[config.mk]
export PLATFORM = sky130hd
export DESIGN_NAME = hmf_formatter
export DESIGN_NICKNAME = d
export VERILOG_FILES = /design/src/rtl/hmf_pkg.sv /design/src/rtl/hmf_word_acc.sv /design/src/rtl/hmf_out_slot.sv /design/src/rtl/hmf_formatter.sv
export SDC_FILE = /design/constraint.sdc
export NUM_CORES = 1
export LEC_CHECK = 0
export ABC_AREA = 1
export BUFFER_PORTS_ARGS = -buffer_cell sky130_fd_sc_hd__buf_4
export CELL_PAD_IN_SITES_DETAIL_PLACEMENT = 0
export CELL_PAD_IN_SITES_GLOBAL_PLACEMENT = 1
export CORE_ASPECT_RATIO = 1.5
export CORE_MARGIN = 4
export CORE_UTILIZATION = 47
export DETAILED_ROUTE_END_ITERATION = 7
export HOLD_SLACK_MARGIN = 0.12
export PLACE_DENSITY = 0.95
export SYNTH_ARGS = -nofsm -noshare
export SYNTH_HDL_FRONTEND = slang
export SYNTH_SLANG_ARGS = --single-unit
[constraint.sdc]
create_clock -name clk -period 6.6 [get_ports clk]
set_input_delay 0.33 -clock clk [delete_from_list [all_inputs] [get_ports clk]]
set_output_delay 0.33 -clock clk [all_outputs]
set_load 0.05 [all_outputs]
[src/rtl/hmf_pkg.sv]
package hmf_pkg;
   typedef enum logic [2:0] {
      PH_IDLE,
      PH_KEYS,
      PH_STAT,
      PH_SECRET,
      PH_FLUSH,
      PH_PAD
   } hmf_phase_e;
endpackage

[src/rtl/hmf_word_acc.sv]
module hmf_word_acc #(
   parameter int WORD_BYTES    = 4,
   parameter bit PARTIAL_RIGHT = 1'b1,
   localparam int WORD_W = WORD_BYTES * 8,
   localparam int FILL_W = $clog2(WORD_BYTES),
   localparam int TAG_W  = $clog2(WORD_BYTES + 1)
) (
   input  logic              clk,
   input  logic              rst_n,
   input  logic              push_i,
   input  logic [7:0]        byte_i,
   input  logic              text_i,
   input  logic              flush_i,
   output logic              done_o,
   output logic [WORD_W-1:0] word_o,
   output logic [TAG_W-1:0]  tag_o
);
   logic [WORD_W-1:0] acc_q;
   logic [WORD_W-1:0] merged;
   logic [FILL_W-1:0] fill_q;
   logic [TAG_W-1:0]  txt_q;
   logic [TAG_W-1:0]  tag_n;

   initial assert (WORD_BYTES >= 2) else $error("hmf_word_acc: WORD_BYTES must be at least 2");

   always_comb begin
      merged = acc_q;
      tag_n  = txt_q;
      if (push_i) begin
         merged = acc_q | ({{(WORD_W-8){1'b0}}, byte_i} << (8 * (WORD_BYTES - 1 - int'(fill_q))));
         tag_n  = txt_q + TAG_W'(text_i);
      end
   end

   assign done_o = (push_i && fill_q == FILL_W'(WORD_BYTES - 1)) || (flush_i && fill_q != '0);
   assign tag_o  = tag_n;

   generate
      if (PARTIAL_RIGHT) begin : g_right
         always_comb begin
            if (tag_n != '0 && int'(tag_n) < WORD_BYTES)
               word_o = merged >> (8 * (WORD_BYTES - int'(tag_n)));
            else
               word_o = merged;
         end
      end else begin : g_left
         assign word_o = merged;
      end
   endgenerate

   always_ff @(posedge clk or negedge rst_n) begin
      if (!rst_n) begin
         acc_q  <= '0;
         fill_q <= '0;
         txt_q  <= '0;
      end else if (done_o) begin
         acc_q  <= '0;
         fill_q <= '0;
         txt_q  <= '0;
      end else if (push_i) begin
         acc_q  <= merged;
         fill_q <= fill_q + FILL_W'(1);
         txt_q  <= tag_n;
      end
   end

   // a flush never coincides with a byte push
   assert_flush_alone_R4: assert property (@(posedge clk) disable iff (!rst_n)
      flush_i |-> !push_i);

   // text bytes only ever follow text bytes inside a word
   assert_text_leads_R4: assert property (@(posedge clk) disable iff (!rst_n)
      (push_i && text_i) |-> (int'(txt_q) == int'(fill_q)));
endmodule

[src/rtl/hmf_out_slot.sv]
module hmf_out_slot #(
   parameter int WORD_BYTES = 4,
   parameter int BLK_WORDS  = 16,
   localparam int WORD_W = WORD_BYTES * 8,
   localparam int TAG_W  = $clog2(WORD_BYTES + 1),
   localparam int POS_W  = $clog2(BLK_WORDS)
) (
   input  logic              clk,
   input  logic              rst_n,
   input  logic              clr_pos_i,
   input  logic              load_i,
   input  logic [WORD_W-1:0] word_i,
   input  logic [TAG_W-1:0]  tag_i,
   input  logic              last_i,
   input  logic              ready_i,
   output logic              valid_o,
   output logic [WORD_W-1:0] word_o,
   output logic [TAG_W-1:0]  tag_o,
   output logic              first_o,
   output logic              last_o,
   output logic [POS_W-1:0]  pos_o
);
   logic [POS_W-1:0] pos_q;

   initial assert (BLK_WORDS >= 2 && (BLK_WORDS & (BLK_WORDS - 1)) == 0)
      else $error("hmf_out_slot: BLK_WORDS must be a power of two");

   assign pos_o = pos_q;

   always_ff @(posedge clk or negedge rst_n) begin
      if (!rst_n) begin
         valid_o <= 1'b0;
         word_o  <= '0;
         tag_o   <= '0;
         first_o <= 1'b0;
         last_o  <= 1'b0;
         pos_q   <= '0;
      end else begin
         if (load_i) begin
            valid_o <= 1'b1;
            word_o  <= word_i;
            tag_o   <= tag_i;
            first_o <= (pos_q == '0);
            last_o  <= last_i;
            pos_q   <= pos_q + POS_W'(1);
         end else if (ready_i) begin
            valid_o <= 1'b0;
         end
         if (clr_pos_i) pos_q <= '0;
      end
   end

   // a new word only enters a free or draining slot
   assert_load_free_R8: assert property (@(posedge clk) disable iff (!rst_n)
      load_i |-> (!valid_o || ready_i));

   // a stalled word is held unchanged
   assert_hold_R8: assert property (@(posedge clk) disable iff (!rst_n)
      (valid_o && !ready_i) |=> (valid_o && $stable(word_o) && $stable(tag_o) && $stable(last_o)));

   // the length word lands on the final position of a block
   assert_last_slot_R6: assert property (@(posedge clk) disable iff (!rst_n)
      (load_i && last_i) |-> (pos_q == POS_W'(BLK_WORDS - 1)));
endmodule

[src/rtl/hmf_formatter.sv]
module hmf_formatter #(
   parameter int DEV_CNT_W     = 7,
   parameter int WORD_BYTES    = 4,
   parameter int BLK_BYTES     = 64,
   parameter bit PARTIAL_RIGHT = 1'b1,
   localparam int WORD_W    = WORD_BYTES * 8,
   localparam int TAG_W     = $clog2(WORD_BYTES + 1),
   localparam int BLK_WORDS = BLK_BYTES / WORD_BYTES,
   localparam int POS_W     = $clog2(BLK_WORDS)
) (
   input  logic                 clk,
   input  logic                 rst_n,
   input  logic                 start,
   input  logic [DEV_CNT_W-1:0] dev_count,
   input  logic [15:0]          status,
   input  logic                 key_valid,
   input  logic [7:0]           key_byte,
   output logic                 key_ready,
   output logic                 out_valid,
   input  logic                 out_ready,
   output logic [WORD_W-1:0]    out_word,
   output logic [TAG_W-1:0]     out_tag,
   output logic                 out_first,
   output logic                 out_last,
   output logic                 busy,
   output logic                 err
);
   import hmf_pkg::*;

   localparam int KEY_BYTES    = 5;
   localparam int STAT_BYTES   = 2;
   localparam int SECRET_BYTES = 8;
   localparam int REM_W        = DEV_CNT_W + 3;

   initial assert (WORD_BYTES == 4 && BLK_BYTES % WORD_BYTES == 0)
      else $error("hmf_formatter: 32-bit words and whole-word blocks required");

   hmf_phase_e           phase_q;
   logic [REM_W-1:0]     rem_q;
   logic [3:0]           sub_q;
   logic [DEV_CNT_W-1:0] cnt_q;
   logic [15:0]          stat_q;
   logic                 err_q;

   logic                 adv, accept, push, ptext, flush, pad_load, pad_last, load;
   logic [7:0]           pbyte;
   logic                 acc_done;
   logic [WORD_W-1:0]    acc_word, load_word, msg_bits;
   logic [TAG_W-1:0]     acc_tag, load_tag;
   logic [POS_W-1:0]     pos;

   assign adv      = !out_valid || out_ready;
   assign accept   = (phase_q == PH_IDLE) && start && !out_valid;
   assign msg_bits = WORD_W'((int'(cnt_q) * KEY_BYTES + STAT_BYTES + SECRET_BYTES) * 8);

   always_comb begin
      push      = 1'b0;
      pbyte     = '0;
      ptext     = 1'b0;
      flush     = 1'b0;
      pad_load  = 1'b0;
      pad_last  = 1'b0;
      key_ready = 1'b0;
      case (phase_q)
         PH_KEYS: begin
            key_ready = adv;
            push      = adv && key_valid;
            pbyte     = key_byte;
            ptext     = 1'b1;
         end
         PH_STAT: begin
            push  = adv;
            pbyte = sub_q[0] ? stat_q[7:0] : stat_q[15:8];
            ptext = 1'b1;
         end
         PH_SECRET: push = adv;
         PH_FLUSH:  flush = adv;
         PH_PAD: begin
            pad_load = adv;
            pad_last = (pos == POS_W'(BLK_WORDS - 1));
         end
         default: ;
      endcase
   end

   assign load      = acc_done || pad_load;
   assign load_word = pad_load ? (pad_last ? msg_bits : '0) : acc_word;
   assign load_tag  = pad_load ? '0 : acc_tag;

   hmf_word_acc #(.WORD_BYTES(WORD_BYTES), .PARTIAL_RIGHT(PARTIAL_RIGHT)) u_acc (
      .clk(clk), .rst_n(rst_n), .push_i(push), .byte_i(pbyte), .text_i(ptext),
      .flush_i(flush), .done_o(acc_done), .word_o(acc_word), .tag_o(acc_tag)
   );

   hmf_out_slot #(.WORD_BYTES(WORD_BYTES), .BLK_WORDS(BLK_WORDS)) u_slot (
      .clk(clk), .rst_n(rst_n), .clr_pos_i(accept), .load_i(load),
      .word_i(load_word), .tag_i(load_tag), .last_i(pad_load && pad_last),
      .ready_i(out_ready), .valid_o(out_valid), .word_o(out_word), .tag_o(out_tag),
      .first_o(out_first), .last_o(out_last), .pos_o(pos)
   );

   always_ff @(posedge clk or negedge rst_n) begin
      if (!rst_n) begin
         phase_q <= PH_IDLE;
         rem_q   <= '0;
         sub_q   <= '0;
         cnt_q   <= '0;
         stat_q  <= '0;
         err_q   <= 1'b0;
      end else begin
         err_q <= accept && (dev_count == '0);
         case (phase_q)
            PH_IDLE: if (accept && dev_count != '0) begin
               cnt_q   <= dev_count;
               stat_q  <= status;
               rem_q   <= REM_W'(dev_count) * REM_W'(KEY_BYTES);
               phase_q <= PH_KEYS;
            end
            PH_KEYS: if (push) begin
               rem_q <= rem_q - REM_W'(1);
               if (rem_q == REM_W'(1)) begin
                  phase_q <= PH_STAT;
                  sub_q   <= '0;
               end
            end
            PH_STAT: if (push) begin
               sub_q <= sub_q + 4'd1;
               if (sub_q == 4'(STAT_BYTES - 1)) begin
                  phase_q <= PH_SECRET;
                  sub_q   <= '0;
               end
            end
            PH_SECRET: if (push) begin
               sub_q <= sub_q + 4'd1;
               if (sub_q == 4'(SECRET_BYTES - 1)) phase_q <= PH_FLUSH;
            end
            PH_FLUSH: if (adv) phase_q <= PH_PAD;
            PH_PAD:   if (adv && pad_last) phase_q <= PH_IDLE;
            default:  phase_q <= PH_IDLE;
         endcase
      end
   end

   assign busy = (phase_q != PH_IDLE) || out_valid;
   assign err  = err_q;

   // a rejected start leaves the output side silent
   assert_err_quiet_R9: assert property (@(posedge clk) disable iff (!rst_n)
      err |-> (!out_valid && !key_ready));
endmodule

==> results.py <==
metrics = {
    "cts": {
        "cts_tree": "yes",
        "cts-resized-gates": 0,
        "cts_made_buffers": 17,
        "clk_pin_slew_ns": 0.06,
        "clock_latency_ns": 0.42,
        "clock_path_buffers": 2,
        "post_cts_buffers": 0,
        "root_buffer": "clkbuf_16",
        "cts_sinks": 120,
        "htreeDepth": 4,
    },
    "synthesis": {
        "synth_edf_count": 0,
        "syn_area_mm2": 0.00724,
        "yosysUniqueCellTypes": 42,
        "synthArstFlopShare_pct": 100,
        "syn_avg_cell_area_um2": 7.52,
        "synth_ff_type": "dfrtp_1",
        "syn_inst": 963,
        "syn-num-nets": 1038,
        "ys_seq_area_share_pct": 41.5,
        "synth_seq_cells": 120,
        "ys_warn_count": 0,
    },
    "route": {
        "firstDrtPassIters": 5,
        "routedWlPerCell_um": 16.5,
        "drcViolationCount": 0,
        "routed_wl_um": 20400,
        "postRouteAntennaNets": 0,
        "via_per_inst": 5.27,
        "drt-initial-drc-count": 346,
        "num_vias": 6538,
    },
    "final_layout": {
        "final_common_cell": "nand2_1",
        "fin_nets": 1103,
        "drive_gt1_share_pct": 15.2,
        "layout_common_cells": "250 x nand2_1, 120 x dfrtp_1, 113 x inv_1",
        "syn_to_final_growth_pct": 18.2,
        "fin_util_pct": 56.6,
        "n_antenna_cell": 0,
    },
    "timing": {
        "min_period_over_period_pct": 61.8,
        "rsz0062_at_grt": "false",
        "slew_viol_final": 0,
        "slew_headroom_pct": 25.9,
        "skew_ns": 0.0103,
        "worst_pin_slew_ns": 1.11,
        "hold_ws_ns": 0.135,
        "fin_tns_setup_ns": 0,
        "fmax_ghz": 0.245,
        "final-hold-violation-count": 0,
        "fin_crit_ns": 4.08,
        "setup_viol": 0,
    },
    "power_and_ir_drop": {
        "vdd_drop_max_uv": 321,
        "leakage_nw": 4.45,
        "powerDensity_mw_per_mm2": 588,
    },
    "place": {
        "hpwl_um": 15200,
        "port_buffers": 76,
        "gp_congestion": 0.972,
    },
    "floorplan": {
        "pin_count": 77,
        "rows": 55,
        "start_util_pct": 47.8,
        "die_w_um": 109,
        "die_h_um": 160,
        "die_area_mm2": 0.0175,
        "core_mm2": 0.0151,
    },
    "critical_path": {
        "cp-end-kind": "flip-flop",
        "setup.worst_path.class": "flip-flop to flip-flop",
        "arrival_ns": 4.44,
        "startpoint_type": "flip-flop",
        "cp.required_ns": 6.95,
        "critPathMaxFanout": 34,
        "reg2reg_slack_ns": 2.52,
    },
    "global_route": {
        "track_usage_pct": 24.2,
        "overflow": 0,
        "grt_pass1_wl_um": 33200,
        "grt_pass1_vias": 6562,
        "antenna_found_initial": 0,
        "grt_max_degree": 83,
    },
    "outcome": {
        "status": "finished, final reports clean",
    },
    "worst_hold_path": {
        "hold_class": "input port to flip-flop",
    },
    "job": {
        "cap_violations": 0,
    },
}
[critical path, stage by stage, from the launching register on]
cell and delay (ns):
dfrtp_1 0.48, inv_1 0.21, nor2_2 0.07, inv_1 0.28, nand2_1 0.10, ha_1 0.31
inv_1 0.04, nand3_1 0.07, nand2_1 0.05, buf_4 0.24, ha_1 0.23, inv_1 0.05
ha_1 0.48, inv_1 0.50, nor2_2 0.49, nand3_1 0.13, nand2_1 0.08, nand2_1 0.06
a21oi_2 0.13
[final cells by class]
class	instances	area, µm²
clock buffer	19	453
clock inverter	13	168
fill	1472	6580
inverter	117	439
multi-input combinational	689	3620
sequential	120	3000
tap	199	249
timing repair buffer	83	626
[stage by stage]
| stage | std cells | instance area [µm²] | total power [mW] | setup slack [ns] |
|---|---|---|---|---|
| 4_1_cts | 1240 | 8560 | 5.03 | 2.58 |
| 6_report | 1240 | 8560 | 5.03 | 2.52 |
| 2_1_floorplan | 963 | 7240 | 3.31 | 3.32 |
| 5_1_grt | 1240 | 8560 | 5.43 | 2.07 |
| 3_5_place_dp | 1207 | 7930 | 4.03 | 2.63 |
| 3_3_place_gp | 1207 | 7930 | 3.99 | 2.69 |
[power by group]
group	internal, mW	switching, mW
Sequential	1.02	0.203
Clock	0.617	0.357
Combinational	0.865	1.97
[kinds of logic (layout without fill, tap and decap cells)]
group	count (synthesis)	count (layout)	share of synthesized area [%]
AND/OR/NAND/NOR	464	464	27.1
adder cells (fa/ha/maj)	39	39	6.95
multiplexers	18	18	2.80
XOR/XNOR	3	3	0.363
AO/OA/AOI/OAI	165	165	12.8
buffers and inverters	154	232	8.52
flip-flops	120	120	41.5
[Yosys cell counts, types with 3 or more instances]
cell | number | area share (%)
nand2_1 | 250 | 13
nor3_1 | 10 | 0.69
nand4_1 | 6 | 0.52
nand3_1 | 89 | 6.2
nor4_1 | 4 | 0.35
clkbuf_1 | 23 | 1.2
buf_2 | 10 | 0.69
o21ai_1 | 7 | 0.48
o21bai_1 | 10 | 1.0
o21ai_0 | 70 | 4.8
mux2_2 | 18 | 2.8
nand2_2 | 8 | 0.69
a21oi_1 | 51 | 3.5
a31oi_1 | 8 | 0.69
buf_6 | 3 | 0.47
o2111ai_1 | 3 | 0.36
nor2_1 | 85 | 4.4
a21oi_2 | 3 | 0.36
nor2_4 | 3 | 0.47
nor2_2 | 5 | 0.43
inv_1 | 113 | 5.9
dfrtp_1 | 120 | 41
o211ai_1 | 3 | 0.31
ha_1 | 37 | 6.4
[state kept, by name (all words and copies together), names as in the netlist, 4 cells and up]
signal	count
u_acc.acc_q	32
stat_q	16
rem_q	10
u_slot.word_o	32
u_slot.pos_o	4
sub_q	4
cnt_q	7
[worst paths after layout]
check,start,end,cells past startpoint
max reg2reg,phase_q[0],u_slot.word_o[9],18
min in group asynchronous,rst_n,u_acc.acc_q[27],2
min reg2reg,u_slot.word_o[14],u_slot.word_o[14],2
max,phase_q[0],u_slot.word_o[9],18
max in group asynchronous,rst_n,sub_q[2],3
min,status[8],stat_q[8],2
[metal layers]
layer  wire [µm]  up-vias  GRT usage, %
met2       10700      181          42.2
met1        7920     3045          28.1
met4         853        0          11.6
met3         905       44          4.41
li1            -     3268             -
met5           0        -             0
[what timing repair did]
item                       in CTS  in global routing
hold endpoints to repair       38                  0
hold buffers                    1                  0
setup endpoints to repair       0                  0
(Power assumes the default switching activity.)
